File: config.mk
export PLATFORM = sky130hd
export DESIGN_NAME = audclk_gen
export DESIGN_NICKNAME = d
export VERILOG_FILES = /design/src/rtl/audclk_pkg.sv /design/src/rtl/audclk_cfg_decode.sv /design/src/rtl/audclk_seq.sv /design/src/rtl/audclk_out_stage.sv /design/src/rtl/audclk_gen.sv
export SDC_FILE = /design/constraint.sdc
export NUM_CORES = 1
export LEC_CHECK = 0
export ABC_AREA = 0
export BUFFER_PORTS_ARGS = -buffer_cell sky130_fd_sc_hd__buf_2
export CELL_PAD_IN_SITES_DETAIL_PLACEMENT = 1
export CELL_PAD_IN_SITES_GLOBAL_PLACEMENT = 2
export CORE_ASPECT_RATIO = 1.4
export CORE_MARGIN = 4
export CORE_UTILIZATION = 35
export CTS_BUF_LIST = sky130_fd_sc_hd__clkbuf_4 sky130_fd_sc_hd__clkbuf_8
export DETAILED_ROUTE_END_ITERATION = 8
export GPL_ROUTABILITY_DRIVEN = 0
export PLACE_DENSITY = 0.78
export REMOVE_ABC_BUFFERS = 1
export SETUP_SLACK_MARGIN = 0.1
export SYNTH_ARGS = -nofsm -noshare
export SYNTH_HDL_FRONTEND = slang
export SYNTH_SLANG_ARGS = --single-unit
File: constraint.sdc
create_clock -name clk_i -period 6.15 [get_ports clk_i]
set_input_delay 1.23 -clock clk_i [delete_from_list [all_inputs] [get_ports clk_i]]
set_output_delay 1.23 -clock clk_i [all_outputs]
set_load 0.005 [all_outputs]
File: src/rtl/audclk_pkg.sv
package audclk_pkg;

    // Sequencer states of the frame generator
    typedef enum logic [1:0] {
        ST_IDLE  = 2'd0,
        ST_RUN   = 2'd1,
        ST_DRAIN = 2'd2,
        ST_FAULT = 2'd3
    } gen_state_e;

endpackage

File: src/rtl/audclk_cfg_decode.sv
module audclk_cfg_decode #(
    parameter int BASE_HI     = 512,
    parameter int BASE_LO     = 384,
    parameter int MCLK_MIN_HI = 32,
    parameter int MCLK_MIN_LO = 48,
    parameter int CODE_W      = 3,
    localparam int PH_W       = $clog2(BASE_HI)
) (
    input  logic              use_i,
    input  logic              sel_i,
    input  logic [CODE_W-1:0] code_i,
    output logic              legal_o,
    output logic [PH_W-1:0]   last_o,
    output logic [PH_W-1:0]   half_o,
    output logic [CODE_W-1:0] shift_o,
    output logic              use_o
);

    localparam int MAXC_HI = $clog2(BASE_HI / MCLK_MIN_HI);
    localparam int MAXC_LO = $clog2(BASE_LO / MCLK_MIN_LO);
    localparam logic [CODE_W-1:0] MAXC_HI_V = CODE_W'(MAXC_HI);
    localparam logic [CODE_W-1:0] MAXC_LO_V = CODE_W'(MAXC_LO);
    localparam logic [PH_W-1:0]   LAST_HI   = PH_W'(BASE_HI - 1);
    localparam logic [PH_W-1:0]   LAST_LO   = PH_W'(BASE_LO - 1);
    localparam logic [PH_W-1:0]   HALF_HI   = PH_W'(BASE_HI / 2);
    localparam logic [PH_W-1:0]   HALF_LO   = PH_W'(BASE_LO / 2);

    logic              lo_fam;
    logic [CODE_W-1:0] max_code;

    always_comb begin
        // without a master clock the 512 family is forced
        lo_fam   = use_i & sel_i;
        max_code = lo_fam ? MAXC_LO_V : MAXC_HI_V;
        legal_o  = !use_i || (code_i <= max_code);
        last_o   = lo_fam ? LAST_LO : LAST_HI;
        half_o   = lo_fam ? HALF_LO : HALF_HI;
        shift_o  = use_i ? code_i : '0;
        use_o    = use_i;
    end

endmodule

File: src/rtl/audclk_seq.sv
module audclk_seq
    import audclk_pkg::*;
#(
    parameter int BASE_HI = 512,
    parameter int CODE_W  = 3,
    localparam int PH_W   = $clog2(BASE_HI)
) (
    input  logic              clk_i,
    input  logic              rst_ni,
    input  logic              run_i,
    input  logic              gate_i,
    input  logic              legal_i,
    input  logic [PH_W-1:0]   last_i,
    input  logic [PH_W-1:0]   half_i,
    input  logic [CODE_W-1:0] shift_i,
    input  logic              use_i,
    output gen_state_e        state_d_o,
    output logic [PH_W-1:0]   ph_d_o,
    output logic [PH_W-1:0]   half_d_o,
    output logic [CODE_W-1:0] shift_d_o,
    output logic              use_d_o
);

    gen_state_e        st_q, st_d;
    logic [PH_W-1:0]   ph_q, ph_d;
    logic [PH_W-1:0]   last_q, last_d;
    logic [PH_W-1:0]   half_q, half_d;
    logic [CODE_W-1:0] shift_q, shift_d;
    logic              use_q, use_d;
    logic              wrap;

    // state register and latched frame configuration
    always_ff @(posedge clk_i or negedge rst_ni) begin
        if (!rst_ni) begin
            st_q    <= ST_IDLE;
            ph_q    <= '0;
            last_q  <= '1;
            half_q  <= '0;
            shift_q <= '0;
            use_q   <= 1'b0;
        end else begin
            st_q    <= st_d;
            ph_q    <= ph_d;
            last_q  <= last_d;
            half_q  <= half_d;
            shift_q <= shift_d;
            use_q   <= use_d;
        end
    end

    // next-state logic; configuration loads only at frame start
    always_comb begin
        st_d    = st_q;
        ph_d    = ph_q;
        last_d  = last_q;
        half_d  = half_q;
        shift_d = shift_q;
        use_d   = use_q;
        wrap    = (ph_q == last_q);
        unique case (st_q)
            ST_IDLE: begin
                ph_d = '0;
                if (run_i && !gate_i) begin
                    if (legal_i) begin
                        st_d    = ST_RUN;
                        last_d  = last_i;
                        half_d  = half_i;
                        shift_d = shift_i;
                        use_d   = use_i;
                    end else begin
                        st_d = ST_FAULT;
                    end
                end
            end
            ST_RUN, ST_DRAIN: begin
                if (gate_i) begin
                    st_d = ST_IDLE;
                    ph_d = '0;
                end else if (wrap) begin
                    ph_d = '0;
                    if (!run_i) begin
                        st_d = ST_IDLE;
                    end else if (!legal_i) begin
                        st_d = ST_FAULT;
                    end else begin
                        st_d    = ST_RUN;
                        last_d  = last_i;
                        half_d  = half_i;
                        shift_d = shift_i;
                        use_d   = use_i;
                    end
                end else begin
                    ph_d = ph_q + 1'b1;
                    st_d = run_i ? ST_RUN : ST_DRAIN;
                end
            end
            ST_FAULT: begin
                ph_d = '0;
                if (!run_i || gate_i) st_d = ST_IDLE;
            end
            default: st_d = ST_IDLE;
        endcase
    end

    assign state_d_o = st_d;
    assign ph_d_o    = ph_d;
    assign half_d_o  = half_d;
    assign shift_d_o = shift_d;
    assign use_d_o   = use_d;

endmodule

File: src/rtl/audclk_out_stage.sv
module audclk_out_stage
    import audclk_pkg::*;
#(
    parameter int BASE_HI  = 512,
    parameter int CODE_W   = 3,
    parameter int BCLK_DIV = 8,
    localparam int PH_W    = $clog2(BASE_HI),
    localparam int BCLK_SH = $clog2(BCLK_DIV)
) (
    input  logic              clk_i,
    input  logic              rst_ni,
    input  gen_state_e        state_d_i,
    input  logic [PH_W-1:0]   ph_d_i,
    input  logic [PH_W-1:0]   half_d_i,
    input  logic [CODE_W-1:0] shift_d_i,
    input  logic              use_d_i,
    output logic              mclk_en_o,
    output logic              bclk_en_o,
    output logic              lrclk_o,
    output logic              cfg_err_o
);

    logic            active;
    logic            bclk_hit;
    logic            mclk_hit;
    logic [PH_W-1:0] mclk_mask;

    assign active    = (state_d_i == ST_RUN) || (state_d_i == ST_DRAIN);
    assign mclk_mask = ~({PH_W{1'b1}} << shift_d_i);
    assign mclk_hit  = ((ph_d_i & mclk_mask) == '0);

    generate
        if (BCLK_SH == 0) begin : g_bclk_full
            assign bclk_hit = 1'b1;
        end else begin : g_bclk_div
            assign bclk_hit = (ph_d_i[BCLK_SH-1:0] == '0);
        end
    endgenerate

    // output registers loaded from next state: no decode glitches reach pins
    always_ff @(posedge clk_i or negedge rst_ni) begin
        if (!rst_ni) begin
            mclk_en_o <= 1'b0;
            bclk_en_o <= 1'b0;
            lrclk_o   <= 1'b0;
            cfg_err_o <= 1'b0;
        end else begin
            mclk_en_o <= active && use_d_i && mclk_hit;
            bclk_en_o <= active && bclk_hit;
            lrclk_o   <= active && (ph_d_i >= half_d_i);
            cfg_err_o <= (state_d_i == ST_FAULT);
        end
    end

endmodule

File: src/rtl/audclk_gen.sv
module audclk_gen
    import audclk_pkg::*;
#(
    parameter int BASE_HI     = 512,
    parameter int BASE_LO     = 384,
    parameter int MCLK_MIN_HI = 32,
    parameter int MCLK_MIN_LO = 48,
    parameter int BCLK_DIV    = 8,
    parameter int CODE_W      = 3
) (
    input  logic              clk_i,
    input  logic              rst_ni,
    input  logic              run_i,
    input  logic              gate_i,
    input  logic              mclk_use_i,
    input  logic              base_sel_i,
    input  logic [CODE_W-1:0] ratio_code_i,
    output logic              mclk_en_o,
    output logic              bclk_en_o,
    output logic              lrclk_o,
    output logic              cfg_err_o
);

    localparam int PH_W = $clog2(BASE_HI);

    logic              dec_legal;
    logic [PH_W-1:0]   dec_last;
    logic [PH_W-1:0]   dec_half;
    logic [CODE_W-1:0] dec_shift;
    logic              dec_use;
    gen_state_e        nxt_state;
    logic [PH_W-1:0]   nxt_ph;
    logic [PH_W-1:0]   nxt_half;
    logic [CODE_W-1:0] nxt_shift;
    logic              nxt_use;

    audclk_cfg_decode #(
        .BASE_HI(BASE_HI), .BASE_LO(BASE_LO),
        .MCLK_MIN_HI(MCLK_MIN_HI), .MCLK_MIN_LO(MCLK_MIN_LO),
        .CODE_W(CODE_W)
    ) dec_i (
        .use_i(mclk_use_i), .sel_i(base_sel_i), .code_i(ratio_code_i),
        .legal_o(dec_legal), .last_o(dec_last), .half_o(dec_half),
        .shift_o(dec_shift), .use_o(dec_use)
    );

    audclk_seq #(
        .BASE_HI(BASE_HI), .CODE_W(CODE_W)
    ) seq_i (
        .clk_i(clk_i), .rst_ni(rst_ni), .run_i(run_i), .gate_i(gate_i),
        .legal_i(dec_legal), .last_i(dec_last), .half_i(dec_half),
        .shift_i(dec_shift), .use_i(dec_use),
        .state_d_o(nxt_state), .ph_d_o(nxt_ph), .half_d_o(nxt_half),
        .shift_d_o(nxt_shift), .use_d_o(nxt_use)
    );

    audclk_out_stage #(
        .BASE_HI(BASE_HI), .CODE_W(CODE_W), .BCLK_DIV(BCLK_DIV)
    ) out_i (
        .clk_i(clk_i), .rst_ni(rst_ni),
        .state_d_i(nxt_state), .ph_d_i(nxt_ph), .half_d_i(nxt_half),
        .shift_d_i(nxt_shift), .use_d_i(nxt_use),
        .mclk_en_o(mclk_en_o), .bclk_en_o(bclk_en_o),
        .lrclk_o(lrclk_o), .cfg_err_o(cfg_err_o)
    );

endmodule

==> impl_metrics.csv <==
group,metric,value,unit
clock_network,cts_sinks,29,
timing,min_period,4.236,ns
logic_synthesis,ys_types,52,
timing,drv_slew,0,
power,vdd_drop_max,108.6,µV
final_layout,drive_gt1_share,14.22,%
logic_synthesis,synth_edf_count,0,
floorplan,fp.dieH,95.08,µm
logic_synthesis,yosysTopAreaCell,"dfrtp_1",
power,power.density,341.8,mW/mm²
global_routing,overflow,0,
logic_synthesis,avgSynthCellArea,9.027,µm²
route,drc,0,
floorplan,fp.dieW,70.20,µm
route,wl,4834,µm
global_routing,grt_usage,15.74,%
route,vias,1548,
critical_path,crit_buf_inv,2,
final_layout,layoutNonFillerInstCount,291,
logic_synthesis,yosys-top-cells-area,"dfrtp_1 37%, ha_1 9.2%, nor2_1 4.6%",
critical_path,rrSetupSlack,2.87,ns
power,swShare,38.92,%
clock_network,htreeDepth,2,
logic_synthesis,synth-seq-cells,29,
floorplan,core,0.005197,mm²
clock_network,clock_latency,0.28,ns
logic_synthesis,yosysMostFrequentCell,"dfrtp_1",
floorplan,start_util,36.47,%
run,maxCapViolations,0,
critical_path,worstRegToRegCells,14,
power,power.total,719.7,µW
floorplan,io_pins,13,
critical_path,critPathCaptureType,"flip-flop",
critical_path,crit_required,6.32,ns
critical_path,cp.depth,18,
logic_synthesis,synth_cells,210,
final_layout,register_area,726.9,µm²
final_layout,nFillCells,635,
timing,rsz0062_at_grt,"false",
critical_path,critical-path-top-delay-family,"compound AO/OA/AOI/OAI gates",
floorplan,die_area,0.006674,mm²
critical_path,path_common_cell,"a21o_1",
global_routing,antenna_found_initial,0,
logic_synthesis,yosysSeqAreaShare,38.35,%
clock_network,path_clk_slew,0.07,ns
final_layout,insertedDiodeCount,0,
power,power.internal,439.6,µW
critical_path,r2r-end,"out_i.lrclk_o",
critical_path,critPathLaunch,"mclk_use_i",
power,combPwrFrac,40.8,%
clock_network,clockBufferDepth,2,
power,p_seq_share,34.8,%
route,postRouteAntennaNets,0,
critical_path,slowest_stage,"o31ai_2",
logic_synthesis,netlist_area,0.001896,mm²
final_layout,nNetsFinal,247,
critical_path,max_stage_delay,0.43,ns
route,firstDrtPassIters,4,
clock_network,clock-root-buffer,"clkbuf_8",
logic_synthesis,synth_top_area_share,36.96,%
global_routing,grt_max_degree,30,
clock_network,cts_hold_buf,0,
timing,worst_slew_pin_slew,0.6803,ns
critical_path,crit_chain,"buf_2, nand2_1, inv_1, ha_1, nor2_1, a21oi_1, o31ai_2, a21o_1, a21o_1, and2_1, ha_1, nand2b_1, a21o_1, a21o_1, a211oi_1, o21ai_0, o211ai_1, a21oi_1",
timing,clock.fmax,236.1,MHz
final_layout,multi_input_area,0.001079,mm²
hold_path,worstHoldPathCells,2,
critical_path,crit_fanout,7,
place,dp_cells,283,
timing,finalHoldViolCount,0,
critical_path,worstReg2RegStart,"seq_i.ph_q[0]",
timing,finalCritPeriodShare,68.87,%
clock_network,cts_tree,"yes",
logic_synthesis,synthArstFlopShare,100.0,%
final_layout,area_growth,11.09,%
power,p_leak,0.9866,nW
clock_network,post-cts-setup-buffers,0,
global_routing,grt_pass1_vias,1616,
route,viasPerCell,5.320,
place,place_hpwl,3775,µm
power,pwr-share-clk,24.5,%
critical_path,crit_path_end,"out_i.lrclk_o",
timing,fin_worst_skew,0.006076,ns
timing,maxSlewHeadroom,54.65,%
timing,setup_viol,0,
hold_path,hp-class,"reg -> reg",
critical_path,crit_arrival,4.41,ns
place,io_buffers,12,
logic_synthesis,synthFlopType,"dfrtp_1",
power,p_switching,280.1,µW
route,drt_iter0_drc,31,
critical_path,critical_path_class,"in -> reg",
logic_synthesis,netlist_top_cells_count,"28 x dfrtp_1, 23 x nor2_1, 17 x a21oi_1",
route,wl_per_cell,16.61,µm
global_routing,grt_pass1_wl,8038,µm
timing,setup_tns,0,ns
status,outcome,"finished, final reports clean",
clock_network,numCtsBuffers,5,
floorplan,rows,31,
clock_network,ctsResizeCount,0,
logic_synthesis,yosysWarningCount,0,
critical_path,critPathLaunchType,"input port",
[per-stage QoR]
step           worst slack (ns)  utilization [%]  hold WS [ns]  cell area [µm²]
4_1_cts                   1.882            40.52        0.4717             2106
3_5_place_dp              1.585            38.57        0.4556             2004
2_1_floorplan             2.109                -        0.4317             1862
5_1_grt                   1.534            40.52        0.4991             2106
3_3_place_gp              1.662            38.57        0.4482             2004
6_report                  1.914            40.52        0.4657             2106
[worst reg2reg max path, delay by kind of cell (launching register included)]
kind                     cells  cell delay, ns
flip-flops                   1            0.45
AND/OR/NAND/NOR              5            1.09
AO/OA/AOI/OAI                7            1.09
adder cells (fa/ha/maj)      2            0.55
[how the worst min path moves through the flow]
stage / startpoint / end / slack (ns)
detailed placement: seq_i.half_q[3] / seq_i.half_q[3] / 0.46
global placement: seq_i.half_q[3] / seq_i.half_q[3] / 0.45
CTS: seq_i.half_q[3] / seq_i.half_q[3] / 0.47
floorplan: seq_i.half_q[1] / seq_i.half_q[1] / 0.43
global route: seq_i.half_q[4] / seq_i.half_q[4] / 0.50
finish: seq_i.half_q[4] / seq_i.half_q[4] / 0.47
[flip-flops by register name (all words and copies together) (netlist names), 2 cells and up]
register       cells
seq_i.half_q       9
seq_i.ph_q         9
seq_i.st_q         2
seq_i.shift_q      3
[power groups by stage]
stage               sequential (mW)  clock (mW)  combinational (mW)
detailed placement            0.254           0               0.297
global placement              0.254           0               0.297
global route                  0.256       0.192               0.332
finish                        0.250       0.176               0.293
floorplan                     0.249           0               0.207
CTS                           0.251       0.182               0.299
[cells in the final DEF (no fill, tap or decap), types with 2 or more instances in the layout]
cell | Yosys | final
and2_1 | 3 | 3
or3_1 | 4 | 4
nand2_1 | 14 | 14
xnor2_1 | 3 | 3
a21o_1 | 4 | 4
o21bai_1 | 2 | 2
nor3_1 | 3 | 3
a31oi_1 | 2 | 2
or2_2 | 2 | 2
buf_2 | 0 | 12
nor2_1 | 23 | 23
xor2_1 | 5 | 5
nand3_1 | 10 | 10
ha_1 | 14 | 14
o31ai_1 | 6 | 6
nand2b_1 | 5 | 5
nor2b_1 | 2 | 2
and4_1 | 3 | 3
clkbuf_8 | 0 | 7
inv_1 | 15 | 15
dfrtp_1 | 28 | 28
or2_1 | 2 | 2
o21ai_1 | 2 | 2
a21boi_0 | 2 | 2
o21ai_0 | 8 | 8
a21oi_1 | 17 | 17
a211oi_2 | 2 | 2
[kinds of logic after synthesis]
group,count (synthesis),share of synthesized area (%)
AOI/OAI and AO/OA,57,20.79
xor gates and xnor gates,8,3.697
adders and majority gates,14,9.241
buffers and inverters,20,4.752
DFF,29,38.35
muxes,1,0.5281
and+or+nand+nor,81,22.64
[layer usage]
layer | vias to the layer above | part of all wire (%) | global-route usage (%)
met3 | 18 | 2.0 | 2.532
li1 | 774 | - | -
met4 | 0 | 5.9 | 12.14
met1 | 732 | 42 | 17.05
met2 | 24 | 50 | 27.37
met5 | - | 0 | 0
[area by class of cell]
class / count / area share (%)
Clock buffer: 7 / 4.575
Clock inverter: 1 / 0.2377
Inverter: 15 / 2.674
Multi-Input combinational cell: 161 / 51.22
Sequential cell: 29 / 34.52
Tap cell: 66 / 3.922
Timing Repair Buffer: 12 / 2.852
Power figures use the tool's default switching activity.
